`src/rtl/rob_pkg.sv`:
```
package rob_pkg;

  typedef enum logic [2:0] {
    UC_ALU   = 3'd0,
    UC_NOP   = 3'd1,
    UC_LOAD  = 3'd2,
    UC_STORE = 3'd3,
    UC_PREF  = 3'd4
  } uop_cls_e;

  typedef enum logic [1:0] {
    EV_DONE = 2'd0,
    EV_ADDR = 2'd1,
    EV_DATA = 2'd2
  } cmp_kind_e;

  typedef struct packed {
    logic fault;
    logic data;
    logic addr;
    logic done;
  } ent_stat_t;

  // Readiness by class; a faulting entry is never ready to retire.
  function automatic logic can_retire(input logic [2:0] cls, input ent_stat_t st);
    logic ok;
    case (cls)
      UC_ALU, UC_LOAD: ok = st.done;
      UC_NOP:          ok = 1'b1;
      UC_STORE:        ok = st.addr & st.data;
      UC_PREF:         ok = st.addr;
      default:         ok = 1'b0;
    endcase
    return ok & ~st.fault;
  endfunction

endpackage

```
`src/rtl/rob_cls_mem.sv`:
```
// Class storage: one write port at allocation, two asynchronous read
// ports for the two retire slots (maps to distributed RAM).
module rob_cls_mem #(
  parameter int DEPTH = 16,
  parameter int WIDTH = 3,
  localparam int AW = $clog2(DEPTH)
) (
  input  logic             clk,
  input  logic             we,
  input  logic [AW-1:0]    waddr,
  input  logic [WIDTH-1:0] wdata,
  input  logic [AW-1:0]    raddr0,
  input  logic [AW-1:0]    raddr1,
  output logic [WIDTH-1:0] rdata0,
  output logic [WIDTH-1:0] rdata1
);

  logic [WIDTH-1:0] mem [DEPTH];

  always_ff @(posedge clk) begin
    if (we) mem[waddr] <= wdata;
  end

  assign rdata0 = mem[raddr0];
  assign rdata1 = mem[raddr1];

endmodule

```
`src/rtl/rob_stat_array.sv`:
```
// Per-entry progress flags. Completion events set flags; allocation of
// a slot clears them (and presets done for no-ops), winning over events.
module rob_stat_array
  import rob_pkg::*;
#(
  parameter int DEPTH = 16,
  localparam int AW = $clog2(DEPTH)
) (
  input  logic          clk,
  input  logic          rst,
  input  logic          alloc_we,
  input  logic [AW-1:0] alloc_idx,
  input  logic          alloc_nop,
  input  logic          ev_valid,
  input  logic [AW-1:0] ev_idx,
  input  logic [1:0]    ev_kind,
  input  logic          ev_fault,
  input  logic [AW-1:0] rd_idx0,
  input  logic [AW-1:0] rd_idx1,
  output ent_stat_t     rd_stat0,
  output ent_stat_t     rd_stat1
);

  ent_stat_t stat [DEPTH];

  for (genvar i = 0; i < DEPTH; i++) begin : g_ent
    always_ff @(posedge clk) begin
      if (rst) begin
        stat[i] <= '0;
      end else if (alloc_we && alloc_idx == AW'(i)) begin
        stat[i].done  <= alloc_nop;
        stat[i].addr  <= 1'b0;
        stat[i].data  <= 1'b0;
        stat[i].fault <= 1'b0;
      end else if (ev_valid && ev_idx == AW'(i)) begin
        if (ev_kind == EV_DONE) stat[i].done <= 1'b1;
        if (ev_kind == EV_ADDR) stat[i].addr <= 1'b1;
        if (ev_kind == EV_DATA) stat[i].data <= 1'b1;
        if (ev_fault)           stat[i].fault <= 1'b1;
      end
    end
  end

  assign rd_stat0 = stat[rd_idx0];
  assign rd_stat1 = stat[rd_idx1];

endmodule

```
`src/rtl/rob_retire_pick.sv`:
```
// Decides, from the two oldest entries, whether this edge flushes or
// retires zero, one or two entries.
module rob_retire_pick
  import rob_pkg::*;
#(
  parameter int CNT_W = 5
) (
  input  logic [CNT_W-1:0] occ,
  input  logic             irq_req,
  input  logic [2:0]       cls0,
  input  logic [2:0]       cls1,
  input  ent_stat_t        st0,
  input  ent_stat_t        st1,
  output logic             flush_now,
  output logic             flush_is_irq,
  output logic             take0,
  output logic             take1
);

  logic has0, has1, flt0, irq_hit;

  always_comb begin
    has0         = (occ != '0);
    has1         = (occ > CNT_W'(1));
    flt0         = has0 && st0.fault;
    irq_hit      = irq_req && has0;
    flush_now    = flt0 || irq_hit;
    flush_is_irq = !flt0;
    take0        = has0 && !flush_now && can_retire(cls0, st0);
    take1        = take0 && has1 && can_retire(cls1, st1);
  end

endmodule

```
`src/rtl/rob_retire_core.sv`:
```
module rob_retire_core
  import rob_pkg::*;
#(
  parameter int DEPTH = 16,
  localparam int TAG_W = $clog2(DEPTH)
) (
  input  logic             clk,
  input  logic             rst,
  input  logic             alloc_valid,
  input  logic [2:0]       alloc_cls,
  output logic             alloc_ready,
  output logic [TAG_W-1:0] alloc_tag,
  input  logic             cmp_valid,
  input  logic [TAG_W-1:0] cmp_tag,
  input  logic [1:0]       cmp_kind,
  input  logic             cmp_fault,
  input  logic             irq_req,
  output logic [1:0]       ret_valid,
  output logic [TAG_W-1:0] ret_tag0,
  output logic [2:0]       ret_cls0,
  output logic [TAG_W-1:0] ret_tag1,
  output logic [2:0]       ret_cls1,
  output logic             flush_valid,
  output logic [TAG_W-1:0] flush_tag,
  output logic             flush_irq
);

  localparam int CNT_W = TAG_W + 1;

  logic [TAG_W-1:0] head_q, tail_q, head_nx1;
  logic [CNT_W-1:0] occ;
  logic [2:0]       cls0, cls1;
  ent_stat_t        st0, st1;
  logic             flush_now, flush_is_irq, take0, take1, alloc_fire;

  assign head_nx1    = head_q + TAG_W'(1);
  assign alloc_ready = (occ != CNT_W'(DEPTH)) && !flush_now;
  assign alloc_fire  = alloc_valid && alloc_ready;
  assign alloc_tag   = tail_q;

  rob_cls_mem #(.DEPTH(DEPTH), .WIDTH(3)) u_cls (
    .clk    (clk),
    .we     (alloc_fire),
    .waddr  (tail_q),
    .wdata  (alloc_cls),
    .raddr0 (head_q),
    .raddr1 (head_nx1),
    .rdata0 (cls0),
    .rdata1 (cls1)
  );

  rob_stat_array #(.DEPTH(DEPTH)) u_stat (
    .clk       (clk),
    .rst       (rst),
    .alloc_we  (alloc_fire),
    .alloc_idx (tail_q),
    .alloc_nop (alloc_cls == UC_NOP),
    .ev_valid  (cmp_valid),
    .ev_idx    (cmp_tag),
    .ev_kind   (cmp_kind),
    .ev_fault  (cmp_fault),
    .rd_idx0   (head_q),
    .rd_idx1   (head_nx1),
    .rd_stat0  (st0),
    .rd_stat1  (st1)
  );

  rob_retire_pick #(.CNT_W(CNT_W)) u_pick (
    .occ          (occ),
    .irq_req      (irq_req),
    .cls0         (cls0),
    .cls1         (cls1),
    .st0          (st0),
    .st1          (st1),
    .flush_now    (flush_now),
    .flush_is_irq (flush_is_irq),
    .take0        (take0),
    .take1        (take1)
  );

  always_ff @(posedge clk) begin
    if (rst) begin
      head_q      <= '0;
      tail_q      <= '0;
      occ         <= '0;
      ret_valid   <= '0;
      ret_tag0    <= '0;
      ret_tag1    <= '0;
      ret_cls0    <= '0;
      ret_cls1    <= '0;
      flush_valid <= 1'b0;
      flush_tag   <= '0;
      flush_irq   <= 1'b0;
    end else begin
      ret_valid   <= {take1, take0};
      ret_tag0    <= head_q;
      ret_tag1    <= head_nx1;
      ret_cls0    <= cls0;
      ret_cls1    <= cls1;
      flush_valid <= flush_now;
      flush_tag   <= head_q;
      flush_irq   <= flush_is_irq;
      if (flush_now) begin
        tail_q <= head_q;
        occ    <= '0;
      end else begin
        if (alloc_fire) tail_q <= tail_q + TAG_W'(1);
        head_q <= head_q + TAG_W'(take0) + TAG_W'(take1);
        occ    <= occ + CNT_W'(alloc_fire) - CNT_W'(take0) - CNT_W'(take1);
      end
    end
  end

endmodule

```
`config.mk`:
```
export PLATFORM = sky130hd
export DESIGN_NAME = rob_retire_core
export DESIGN_NICKNAME = d
export VERILOG_FILES = /design/src/rtl/rob_pkg.sv /design/src/rtl/rob_cls_mem.sv /design/src/rtl/rob_stat_array.sv /design/src/rtl/rob_retire_pick.sv /design/src/rtl/rob_retire_core.sv
export SDC_FILE = /design/constraint.sdc
export NUM_CORES = 1
export LEC_CHECK = 0
export CAP_MARGIN = 20
export CORE_AREA = 4 4 127 129
export CTS_CLUSTER_DIAMETER = 60
export DETAILED_ROUTE_END_ITERATION = 12
export DIE_AREA = 0 0 131 133
export PLACE_DENSITY = 0.77
export SYNTH_ARGS = -nofsm -noshare
export SYNTH_HDL_FRONTEND = slang
export SYNTH_SLANG_ARGS = --single-unit
```
`constraint.sdc`:
```
create_clock -name clk -period 4.14 [get_ports clk]
set_input_delay 0.828 -clock clk [delete_from_list [all_inputs] [get_ports clk]]
set_output_delay 0.828 -clock clk [all_outputs]
set_load 0.02 [all_outputs]
```
==> impl_metrics.csv <==
group,metric,value,unit
status,run_status,"finished, final reports clean",
floorplanning,placement_rows,45,
final_layout,stdcell_area,9270,um^2
synthesis,synthesis.area,8080,um^2
worst_setup_path,critical_path_arrival,4350,ps
floorplanning,ios,42,
synthesis,mean_area_per_synthesized_cell,12.3,um^2
placed_design,gpl.final_weighted_congestion,0.958,
final_layout,final_std_cells_w_o_fill,885,
placed_design,placed_cells,852,
floorplanning,floorplan_core_area,15000,um^2
cts,cts_tree,"done",
sta,hold_viol_final,0,
synthesis,postSynth.topFlopCell,"sky130_fd_sc_hd__edfxtp_1",
drt,route.final.wire_length,21.5,mm
synthesis,ys_async_sr_fraction,0,%
worst_setup_path,worstPathRequired,4510,ps
drt,detailroute.via_count,5918,
worst_setup_path,timing.setup.critical_path_class,"register to register",
global_routing,global_route.usage.met2,37.9,%
worst_setup_path,start_kind,"register",
cts,clock_insertion_delay_worst_skew,430,ps
global_routing,gr-total-overflow,0,
global_routing,globalRouteMet3Util,8.92,%
sta,rsz_0062_raised_after_global_routing,"no",
run,drv_cap,0,
sta,max_clock_freq,251,MHz
sta,clock_skew_after_layout,11.2,ps
worst_setup_path,kind_of_end_point_of_the_critical_path,"register",
synthesis,synth.net_count,688,
hold_path,holdCritPathClass,"register to register",
pwr,vdd.ir_drop.worst,0.000345,V
sta,setup_tns,0,ps
synthesis,sequential_fraction_of_the_synthesis_area,50.3,%
pwr,leakage,3.15,nW
final_layout,fin_nets,715,
drt,number_of_nets_with_antenna_violations_after_detailed_routing,0,
synthesis,ys_types,56,
synthesis,yosys_warnings,0,
cts,root_buffer,"sky130_fd_sc_hd__clkbuf_16",
sta,period_minus_slack,3980,ps
sta,finalWorstSetupSlack,160,ps
drt,drt_first_pass_iters,6,
sta,layout_worst_path_cycle_share,96.1,%
floorplanning,die_area,17400,um^2
global_routing,grt_first_pass_wirelength,32.6,mm
placed_design,total_placed_instance_area,8600,um^2
cts,tritoncts.num_buffers,17,
final_layout,final_common_cell,"sky130_fd_sc_hd__edfxtp_1",
cts,cts_buffer_depth,2,
placed_design,dpl_worst_slack,64.4,ps
placed_design,port-buffer-count,41,
sta,drv_slew,0,
global_routing,maximum_number_of_pins_on_one_net_before_global_route_repair,52,
global_routing,globalRouteMet1Util,33.9,%
drt,detail_route.vias_per_cell,6.69,
global_routing,track_usage,25.2,%
synthesis,count_of_flip_flops_with_a_built_in_enable_after_synthesis,112,
cts,htree_levels,4,
global_routing,busiest_layer,"met2",
floorplanning,die_height,133,um
sta,tightest_slew,1040,ps
global_routing,grt_antenna_before_repair,0,
pwr,powerDensity,519,nW/um^2
cts,cts.sinks,147,
cts,worst_setup_hold_path_clk_slew,60,ps
drt,post_drt_wl_per_cell,24.3,um
worst_setup_path,worst_path_maximum_fanout,13,
synthesis,ys_ff_latch,147,
final_layout,antenna-diode-count,0,
synthesis,synth_cells,657,
final_layout,post_route_cells_drive_above_1_share,20.5,%
final_layout,synthToLayoutAreaGrowth,14.7,%
sta,hold-worst-slack,540,ps
placed_design,hpwlAfterDp,15.4,mm
floorplanning,start_util,53.7,%
global_routing,grt_pass1_vias,5680,
cts,post-cts-setup-buffer-count,0,
final_layout,layout_filler_cell_count,1090,
drt,remaining_drc_errors,0,
sta,max-slew-margin-rel,31.0,%
drt,drt_first_iter_violations,795,
sta,setup-violations-final,0,
floorplanning,die_w,131,um
final_layout,layout_common_cells,"112 x sky130_fd_sc_hd__edfxtp_1, 66 x sky130_fd_sc_hd__nor2_1, 60 x sky130_fd_sc_hd__o21ai_0, 57 x sky130_fd_sc_hd__mux4_2, 40 x sky130_fd_sc_hd__clkdlybuf4s50_1",
[cell usage after synthesis, types with 17 or more instances]
master / number / area share (%)
sky130_fd_sc_hd__inv_1: 20 / 0.93
sky130_fd_sc_hd__clkbuf_1: 17 / 0.79
sky130_fd_sc_hd__o21ai_0: 60 / 3.7
sky130_fd_sc_hd__nand2_1: 32 / 1.5
sky130_fd_sc_hd__buf_2: 20 / 1.2
sky130_fd_sc_hd__mux4_2: 57 / 16
sky130_fd_sc_hd__nor2b_1: 17 / 1.3
sky130_fd_sc_hd__nor3_1: 33 / 2.0
sky130_fd_sc_hd__mux2i_1: 21 / 2.6
sky130_fd_sc_hd__nor2_1: 66 / 3.1
sky130_fd_sc_hd__dfxtp_1: 35 / 8.7
sky130_fd_sc_hd__edfxtp_1: 112 / 42
[stage by stage]
stage / power, W / utilization [%]
5_1_grt: 0.00500 / 61.6
3_3_place_gp: 0.00322 / 57.2
3_5_place_dp: 0.00327 / 57.2
2_1_floorplan: 0.00286 / -
6_report: 0.00481 / 61.6
4_1_cts: 0.00475 / 61.1
[area by class of cell]
class	instances	area [um^2]	area share (%)
flip-flops and latches	147	4070	43.9
repair buffers	60	616	6.64
multi-input cells	433	3670	39.6
inverters	25	93.8	1.01
clock buffers	25	539	5.82
clock inverters	7	43.8	0.473
well taps	188	235	2.54
[worst paths after layout]
kind                            startpoint      endpoint  slack, ps  depth (start not counted)
worst max-delay path             head_q[1]        occ[2]        160                         16
worst min register to register   head_q[3]  flush_tag[3]        540                          1
worst min-delay path             head_q[3]  flush_tag[3]        540                          1
worst max register to register   head_q[1]        occ[2]        160                         16
[routing by layer]
| layer | wire [um] | part of all wire (%) | vias to the layer above |
|---|---|---|---|
| met3 | 2660 | 12 | 58 |
| li1 | - | - | 2534 |
| met2 | 10200 | 47 | 424 |
| met1 | 8040 | 37 | 2902 |
| met4 | 622 | 2.9 | 0 |
| met5 | 0 | 0 | - |
[cell families after synthesis]
group                      synth area share (%)
adders and majority gates                  2.76
AOI/OAI and AO/OA                          8.92
DFF                                        50.3
buffers and inverters                      4.72
xor gates and xnor gates                   1.18
and+or+nand+nor                            13.2
muxes                                      18.9
[worst max-delay path, cell delays in order, from the launching register on]
cell and delay (ps):
sky130_fd_sc_hd__dfxtp_1 340, sky130_fd_sc_hd__ha_4 310, sky130_fd_sc_hd__buf_12 170, sky130_fd_sc_hd__buf_4 180
sky130_fd_sc_hd__mux4_2 540, sky130_fd_sc_hd__mux2i_4 210, sky130_fd_sc_hd__mux2i_2 120, sky130_fd_sc_hd__a21oi_1 170
sky130_fd_sc_hd__o21ai_0 110, sky130_fd_sc_hd__nand3_1 110, sky130_fd_sc_hd__or2_1 160, sky130_fd_sc_hd__fa_1 450
sky130_fd_sc_hd__ha_1 210, sky130_fd_sc_hd__ha_1 200, sky130_fd_sc_hd__inv_1 70, sky130_fd_sc_hd__fa_1 430
sky130_fd_sc_hd__nor2_1 110
[sequential cells by signal (all words and copies together), names as in the netlist, named ones only]
signal / cells
flush_valid: 1
flush_tag: 4
flush_irq: 1
ret_cls0: 3
ret_tag1: 4
u_cls.mem: 48
alloc_tag: 4
head_q: 4
ret_cls1: 3
occ: 5
ret_valid: 2
u_stat.stat: 64
[where the power goes]
part,internal [W],total (W),switching (W)
logic,0.000637,0.00146,0.000822
clock network,0.000903,0.00149,0.000586
registers,0.00174,0.00186,0.000126
[timing repair]
| item | 4_1_cts | 5_1_grt |
|---|---|---|
| resized for setup | 0 | 13 |
| endpoints found under the setup margin | 0 | 3 |
| hold buffers | 0 | 0 |
Power figures use the tool's default switching activity.
